===== config.mk =====
export PLATFORM = sky130hd
export DESIGN_NAME = nrdiv_step_unit
export DESIGN_NICKNAME = d
export VERILOG_FILES = /design/src/rtl/nrdiv_pkg.sv /design/src/rtl/nrdiv_step_core.sv /design/src/rtl/nrdiv_out_stage.sv /design/src/rtl/nrdiv_seq.sv /design/src/rtl/nrdiv_step_unit.sv
export SDC_FILE = /design/constraint.sdc
export NUM_CORES = 1
export LEC_CHECK = 0
export ABC_CLOCK_PERIOD_IN_PS = 5250
export CAP_MARGIN = 0
export CORE_MARGIN = 8
export CORE_UTILIZATION = 45
export CTS_CLUSTER_DIAMETER = 150
export DETAILED_ROUTE_END_ITERATION = 10
export GPL_TIMING_DRIVEN = 0
export HOLD_SLACK_MARGIN = 0.08
export PLACE_DENSITY = 0.72
export SYNTH_ARGS = -nofsm -noshare
export SYNTH_HDL_FRONTEND = slang
export SYNTH_SLANG_ARGS = --single-unit

===== constraint.sdc =====
create_clock -name clk -period 5.25 [get_ports clk]
set_input_delay 0.525 -clock clk [delete_from_list [all_inputs] [get_ports clk]]
set_output_delay 0.525 -clock clk [all_outputs]
set_load 0.01 [all_outputs]

===== src/rtl/nrdiv_pkg.sv =====
// Shared definitions for the non-restoring divide step unit.
// Assumes: one data width for remainder and divisor throughout.
package nrdiv_pkg;

    // Default operand width
    localparam int DATA_W = 32;

    // Status flags carried from one step to the next
    typedef struct packed {
        logic q;   // quotient sign / provisional quotient bit
        logic m;   // divisor sign, never modified by a step
        logic t;   // bit shifted in, then quotient bit out
    } flags_t;

endpackage


===== src/rtl/nrdiv_step_core.sv =====
// One combinational non-restoring division step.
// Shifts the remainder left with T entering at bit 0, then subtracts the
// divisor when Q equals M and adds it otherwise. The carry or borrow out of
// bit W-1 combines with the old top bit and M to form the new Q.
// Assumes: unsigned modular W-bit arithmetic; no state.
module nrdiv_step_core
    import nrdiv_pkg::*;
#(
    parameter int W = DATA_W
) (
    input  logic [W-1:0] rem_i,
    input  logic [W-1:0] dvs_i,
    input  flags_t       flg_i,
    output logic [W-1:0] rem_o,
    output flags_t       flg_o
);

    logic         top_bit;
    logic [W-1:0] shifted;
    logic         do_sub;
    logic [W:0]   wide_res;
    logic         carry_bit;
    logic         new_q;

    // Capture the top bit before the shift, then form the shifted remainder
    always_comb begin
        top_bit = rem_i[W-1];
        shifted = {rem_i[W-2:0], flg_i.t};
    end

    // Add or subtract in W+1 bits; bit W is carry (add) or borrow (sub)
    always_comb begin
        do_sub = (flg_i.q == flg_i.m);
        if (do_sub) begin
            wide_res = {1'b0, shifted} - {1'b0, dvs_i};
        end else begin
            wide_res = {1'b0, shifted} + {1'b0, dvs_i};
        end
        carry_bit = wide_res[W];
    end

    // New flags: Q from the XOR rule, T from Q against M, M passes through
    always_comb begin
        new_q   = top_bit ^ flg_i.m ^ carry_bit;
        rem_o   = wide_res[W-1:0];
        flg_o.q = new_q;
        flg_o.m = flg_i.m;
        flg_o.t = (new_q == flg_i.m);
    end

endmodule


===== src/rtl/nrdiv_out_stage.sv =====
// Optional output stage behind the single-step path.
// With OUT_REG set, results load on a valid request and hold otherwise;
// with OUT_REG clear, the stage is a wire.
// Assumes: synchronous active-low reset.
module nrdiv_out_stage
    import nrdiv_pkg::*;
#(
    parameter int W       = DATA_W,
    parameter bit OUT_REG = 1'b1
) (
    input  logic         clk,
    input  logic         rst_n,
    input  logic         vld_i,
    input  logic [W-1:0] rem_i,
    input  flags_t       flg_i,
    output logic         vld_o,
    output logic [W-1:0] rem_o,
    output flags_t       flg_o
);

    generate
        if (OUT_REG) begin : g_reg
            logic         vld_r;
            logic [W-1:0] rem_r;
            flags_t       flg_r;

            // Valid follows the request with one clock of delay
            always_ff @(posedge clk) begin
                if (!rst_n) vld_r <= 1'b0;
                else        vld_r <= vld_i;
            end

            // Results load only on a valid request
            always_ff @(posedge clk) begin
                if (!rst_n) begin
                    rem_r <= '0;
                    flg_r <= '0;
                end else if (vld_i) begin
                    rem_r <= rem_i;
                    flg_r <= flg_i;
                end
            end

            assign vld_o = vld_r;
            assign rem_o = rem_r;
            assign flg_o = flg_r;
        end else begin : g_wire
            assign vld_o = vld_i;
            assign rem_o = rem_i;
            assign flg_o = flg_i;
        end
    endgenerate

endmodule


===== src/rtl/nrdiv_seq.sv =====
// Sequencer for unsigned 2W-by-W division by repeated steps.
// Loads the high word as the remainder and the low word as a shift register;
// each clock the low word's top bit feeds T and the step's T is shifted in.
// After W steps the low word is the quotient.
// Assumes: high word below divisor; Q, M and T start at zero; start is
// ignored while a run is in progress.
module nrdiv_seq
    import nrdiv_pkg::*;
#(
    parameter int W = DATA_W
) (
    input  logic         clk,
    input  logic         rst_n,
    input  logic         start_i,
    input  logic [W-1:0] hi_i,
    input  logic [W-1:0] lo_i,
    input  logic [W-1:0] dvs_i,
    output logic         busy_o,
    output logic         done_o,
    output logic [W-1:0] quot_o
);

    localparam int CW = (W > 1) ? $clog2(W) : 1;
    localparam logic [CW-1:0] LAST = CW'(W - 1);

    logic [W-1:0]  rem_r;
    logic [W-1:0]  lo_r;
    logic [W-1:0]  dvs_r;
    logic          q_r;
    logic [CW-1:0] cnt_r;
    logic          busy_r;
    logic          done_r;
    logic [W-1:0]  quot_r;

    flags_t        flg_in;
    flags_t        flg_out;
    logic [W-1:0]  rem_nxt;
    logic          accept;
    logic          last_step;

    // Flags presented to the step: M fixed at zero for unsigned division
    always_comb begin
        flg_in.q  = q_r;
        flg_in.m  = 1'b0;
        flg_in.t  = lo_r[W-1];
        accept    = start_i && !busy_r;
        last_step = busy_r && (cnt_r == LAST);
    end

    nrdiv_step_core #(.W(W)) u_core (
        .rem_i (rem_r),
        .dvs_i (dvs_r),
        .flg_i (flg_in),
        .rem_o (rem_nxt),
        .flg_o (flg_out)
    );

    // Datapath: load on accepted start, step while busy
    always_ff @(posedge clk) begin
        if (!rst_n) begin
            rem_r <= '0;
            lo_r  <= '0;
            dvs_r <= '0;
            q_r   <= 1'b0;
        end else if (accept) begin
            rem_r <= hi_i;
            lo_r  <= lo_i;
            dvs_r <= dvs_i;
            q_r   <= 1'b0;
        end else if (busy_r) begin
            rem_r <= rem_nxt;
            lo_r  <= {lo_r[W-2:0], flg_out.t};
            q_r   <= flg_out.q;
        end
    end

    // Control: step counter, busy and the done pulse
    always_ff @(posedge clk) begin
        if (!rst_n) begin
            cnt_r  <= '0;
            busy_r <= 1'b0;
            done_r <= 1'b0;
        end else begin
            done_r <= last_step;
            if (accept) begin
                cnt_r  <= '0;
                busy_r <= 1'b1;
            end else if (last_step) begin
                busy_r <= 1'b0;
            end else if (busy_r) begin
                cnt_r  <= cnt_r + 1'b1;
            end
        end
    end

    // Quotient capture on the final step; held until the next run ends
    always_ff @(posedge clk) begin
        if (!rst_n)         quot_r <= '0;
        else if (last_step) quot_r <= {lo_r[W-2:0], flg_out.t};
    end

    assign busy_o = busy_r;
    assign done_o = done_r;
    assign quot_o = quot_r;

endmodule


===== src/rtl/nrdiv_step_unit.sv =====
// Top: single-step non-restoring division path plus a W-step unsigned
// division sequencer built from the same step logic.
// Assumes: synchronous active-low reset; flags are preset by the caller.
module nrdiv_step_unit
    import nrdiv_pkg::*;
#(
    parameter int W       = DATA_W,
    parameter bit OUT_REG = 1'b1
) (
    input  logic         clk,
    input  logic         rst_n,
    input  logic         stp_valid,
    input  logic [W-1:0] stp_rem,
    input  logic [W-1:0] stp_dvs,
    input  logic         stp_q,
    input  logic         stp_m,
    input  logic         stp_t,
    output logic         stp_valid_o,
    output logic [W-1:0] stp_rem_o,
    output logic         stp_q_o,
    output logic         stp_m_o,
    output logic         stp_t_o,
    input  logic         run_start,
    input  logic [W-1:0] run_hi,
    input  logic [W-1:0] run_lo,
    input  logic [W-1:0] run_dvs,
    output logic         run_busy,
    output logic         run_done,
    output logic [W-1:0] run_quot
);

    flags_t       s_flg_in;
    flags_t       s_flg_cmb;
    flags_t       s_flg_out;
    logic [W-1:0] s_rem_cmb;

    // Pack the step flags
    always_comb begin
        s_flg_in.q = stp_q;
        s_flg_in.m = stp_m;
        s_flg_in.t = stp_t;
    end

    nrdiv_step_core #(.W(W)) u_step (
        .rem_i (stp_rem),
        .dvs_i (stp_dvs),
        .flg_i (s_flg_in),
        .rem_o (s_rem_cmb),
        .flg_o (s_flg_cmb)
    );

    nrdiv_out_stage #(.W(W), .OUT_REG(OUT_REG)) u_out (
        .clk   (clk),
        .rst_n (rst_n),
        .vld_i (stp_valid),
        .rem_i (s_rem_cmb),
        .flg_i (s_flg_cmb),
        .vld_o (stp_valid_o),
        .rem_o (stp_rem_o),
        .flg_o (s_flg_out)
    );

    // Unpack the step flags
    always_comb begin
        stp_q_o = s_flg_out.q;
        stp_m_o = s_flg_out.m;
        stp_t_o = s_flg_out.t;
    end

    nrdiv_seq #(.W(W)) u_seq (
        .clk     (clk),
        .rst_n   (rst_n),
        .start_i (run_start),
        .hi_i    (run_hi),
        .lo_i    (run_lo),
        .dvs_i   (run_dvs),
        .busy_o  (run_busy),
        .done_o  (run_done),
        .quot_o  (run_quot)
    );

endmodule


==> impl_metrics.csv <==
group,metric,value,unit
global_route,globalRouteOverflowTotal,0,
clock_tree,maximum_buffer_depth_of_the_clock_tree,2,
critical_path,critical_path.top_delay_family,"compound AO/OA/AOI/OAI gates",
routing,drt-vias-per-instance,5.47,
floorplan,area_inside_the_core_boundary,0.0243,mm^2
clock_tree,cts_tree,"built",
cells_and_area,proportion_of_layout_cells_with_a_drive_suffix_above_1,0.0427,
routing,drt_first_iter_violations,703,
placement,routabilityCongestion,0.901,
timing,max_clock_freq,0.206,GHz
timing,worst_pin_slew,0.921,ns
critical_path,critPathCaptureType,"register",
outcome,outcome,"complete, no violations",
pwr,powerDensity,380,mW/mm^2
cells_and_area,layout.cells.most_common_list,"clkdlybuf4s50_1, dfxtp_1, a21oi_1",
yosys,syn_nets,1609,
pwr,p_sw_frac,0.404,
yosys,synthTopCellsByArea,"dfxtp_1, a21oi_1, ha_1, nor2_1, mux2i_1",
job,cap_violations,0,
critical_path,critical_path_required,5.55,ns
yosys,ys_async_sr_fraction,0,
pwr,clock_power_share,0.229,
routing,count_of_tritonroute_iterations_in_the_first_routing_pass,5,
pwr,leakagePower,5.89,nW
yosys,syn_inst,1372,
timing,final_max_slew_viol_count,0,
clock_tree,tritoncts.num_buffers,17,
timing,period_needed,4.86,ns
clock_tree,worst_skew_pair.late_latency,0.44,ns
pwr,p_sw,2.22,mW
timing,max-slew-margin-rel,0.381,
timing,finalCritPeriodShare,0.926,
critical_path,critical_path_buf_inv_count,2,
routing,antenna_left,0,
clock_tree,htreeDepth,4,
timing,worst_clock_skew,0.0112,ns
global_route,via_count_of_the_first_global_routing_pass,10573,
pwr,combinationalPowerShare,0.491,
critical_path,critical_path_top_delay_cell,"a211oi_1",
yosys,synth.cell_area,0.0112,mm^2
placement,count_of_input_and_output_buffers,234,
global_route,groute.layer.met2.usage,0.376,
timing,finalSetupTns,0,ns
floorplan,floorplan.initialDensity,0.459,
critical_path,reg2reg_setup_slack,0.80,ns
timing,timing.final.setup_violations,0,
timing,finalHoldWorstSlack,0.454,ns
critical_path,crit_start_category,"input port",
floorplan,die_width,173,um
cells_and_area,multi_input_comb_area,0.00726,mm^2
pwr,peakVddDrop,0.000269,V
routing,via_count,10742,
pwr,pwr-share-seq,0.280,
timing,final-hold-violation-count,0,
critical_path,crit_arrival,5.16,ns
floorplan,die_height,173,um
cells_and_area,postLayoutCoreUtil,0.596,
global_route,grt_busiest_layer,"met2",
cells_and_area,layout.cells.most_common,"clkdlybuf4s50_1",
critical_path,worstPathCellList,"clkdlybuf4s50_1, inv_1, ha_1, nor4b_1, nand2_1, nand2_1, xor2_1, ha_1, and3_1, a2111o_1, o22a_1, o21ai_1, o311ai_1, a211oi_1, a211oi_1, xnor2_1, a21oi_1",
clock_tree,cts_hold_buffers,0,
yosys,synth_top_area_share,0.309,
yosys,synth_top_flop_cell,"dfxtp_1",
critical_path,reg2regPathDepth,17,
cells_and_area,finalNetCount,1862,
floorplan,placement_rows,57,
critical_path,cpPeakStageDelay,0.55,ns
cells_and_area,ff_latch_area,0.00344,mm^2
critical_path,crit-reg2reg-capture,"u_seq.rem_r[29]$_SDFFE_PN0P_",
timing,setup_repair_after_global_routing_missed_its_margin,"no",
yosys,yosysTopAreaCell,"dfxtp_1",
hold_path,hold-path-endpoint,"u_seq.quot_o[0]$_SDFFE_PN0P_",
global_route,grt.met3_usage,0.0680,
global_route,grt_antenna_before_repair,2,
routing,remaining_drc_errors,0,
clock_tree,clock-sinks,172,
cells_and_area,synthToLayoutAreaGrowth,30.0,%
global_route,grt_pass1_wl,54.7,mm
hold_path,cell_count_of_the_worst_hold_path,2,
yosys,synthesis.yosys.warnings,0,
critical_path,critPathKind,"input port to register",
clock_tree,cts_root_buffer,"clkbuf_16",
yosys,synth-edff-count,0,
yosys,synth-seq-cells,172,
hold_path,hold_start,"u_seq.quot_o[0]$_SDFFE_PN0P_",
floorplan,io_pins,237,
global_route,largest_net_degree_at_the_start_of_global_routing,20,
floorplan,floorplan.die_area,0.0301,mm^2
routing,routed_wl,34.8,mm
pwr,p_int,3.28,mW
yosys,post_synth_num_cell_types,80,
critical_path,rr_startpoint,"u_seq.dvs_r[2]$_SDFFE_PN0P_",
yosys,post_synth.cell_area_avg,8.13,um^2
clock_tree,path_clk_slew,0.07,ns
clock_tree,ctsResizeCount,0,
cells_and_area,fillers,2238,
global_route,globalRouteMet1Util,0.261,
yosys,synth-seq-area-share,0.309,
global_route,track_usage,0.221,
routing,wl_per_cell,17.7,um
placement,hpwlAfterDp,27.6,mm
hold_path,hold_path_class,"register to register",
clock_tree,post-cts-setup-buffer-count,0,
critical_path,cp_max_fanout,7,
synth_stat cells (9+ instances only):
| library cell | instances |
|---|---|
| dfxtp_1 | 172 |
| a21oi_1 | 171 |
| nor2_1 | 164 |
| nand2_1 | 119 |
| ha_1 | 68 |
| clkbuf_1 | 60 |
| xor2_1 | 60 |
| mux2i_1 | 56 |
| xnor2_1 | 56 |
| a211oi_1 | 39 |
| o21ai_0 | 37 |
| inv_1 | 34 |
| a22o_1 | 32 |
| a21o_1 | 31 |
| nor2b_1 | 25 |
| o21ai_1 | 22 |
| nand3_1 | 21 |
| nor3_1 | 18 |
| and3_1 | 13 |
| mux2_2 | 11 |
| a31oi_1 | 9 |
| nand4_1 | 9 |
| o31ai_1 | 9 |
power groups by stage:
stage | Combinational, mW | Clock [mW] | Sequential [mW]
final | 2.70 | 1.26 | 1.54
after global routing | 2.97 | 1.34 | 1.56
after CTS | 2.68 | 1.28 | 1.54
after detailed placement | 2.66 | 0 | 1.57
after global placement | 2.63 | 0 | 1.57
after floorplan | 1.92 | 0 | 1.57
metrics by stage:
step | std cells | power [mW] | cell area, um^2 | setup WS (ns)
3_3_place_gp | 1930 | 4.19 | 13900 | 0.0772
4_1_cts | 1962 | 5.50 | 14500 | 0.473
6_report | 1963 | 5.50 | 14500 | 0.390
5_1_grt | 1963 | 5.87 | 14500 | 0.237
2_1_floorplan | 1372 | 3.49 | 11200 | 1.19
3_5_place_dp | 1930 | 4.23 | 13900 | 0.0260
worst max-delay path by stage:
stage / cells after the start / endpoint / slack (ns) / startpoint
floorplan: 14 / u_out.flg_o[2]$_SDFFE_PN0P_ / 1.19 / stp_dvs[11]
global placement: 17 / u_out.rem_o[31]$_SDFFE_PN0P_ / 0.08 / stp_dvs[0]
detailed placement: 17 / u_out.rem_o[31]$_SDFFE_PN0P_ / 0.03 / stp_dvs[0]
CTS: 17 / u_out.rem_o[31]$_SDFFE_PN0P_ / 0.47 / stp_dvs[0]
global route: 16 / u_out.flg_o[2]$_SDFFE_PN0P_ / 0.24 / stp_dvs[4]
finish: 17 / u_out.rem_o[31]$_SDFFE_PN0P_ / 0.39 / stp_dvs[0]
cell type report:
class	count	area share
buffer	72	0.0219
sequential	172	0.237
clock inverter	15	0.0119
multi-input combinational	1094	0.501
timing repair buffer	234	0.162
tap	324	0.0280
inverter	34	0.00880
clock buffer	17	0.0293
antenna	1	0.000173
worst reg2reg max path, cell delays in order (launching register included):
cell and delay, ns:
dfxtp_1 0.37, nor4_1 0.35, nor2b_1 0.25, nand2_1 0.07, nor2_1 0.18, and2_1 0.25, a21o_1 0.23, o21ai_1 0.15
xnor2_1 0.16, ha_1 0.36, a21o_1 0.18, a21o_1 0.17, a211oi_1 0.36, nor2b_1 0.14, or3_1 0.33, o21ai_1 0.22
or4b_1 0.46, o311ai_1 0.11
registers in the layout, summed over array words and instances, names as in the netlist, 3 cells and up:
| signal | flops |
|---|---|
| u_out.rem_o | 32 |
| u_seq.dvs_r | 32 |
| u_seq.lo_r | 32 |
| u_seq.quot_o | 32 |
| u_seq.rem_r | 32 |
| u_seq.cnt_r | 5 |
| u_out.flg_o | 3 |
per-layer routing:
layer,wire (um),vias up
li1,-,5420
met1,14900,4939
met2,16400,327
met3,2600,54
met4,852,2
met5,13,-
logic make-up (layout without fill, tap and decap cells):
group	Yosys count	after routing	share of synthesized area
compound gates	416	416	0.239
xor+xnor	118	118	0.0940
fa+ha+maj	70	70	0.0799
buf+inv	106	372	0.0399
flops	172	172	0.309
mux	69	69	0.0637
other cells	0	1	0
simple gates	421	421	0.174
Power figures use the tool's default switching activity.
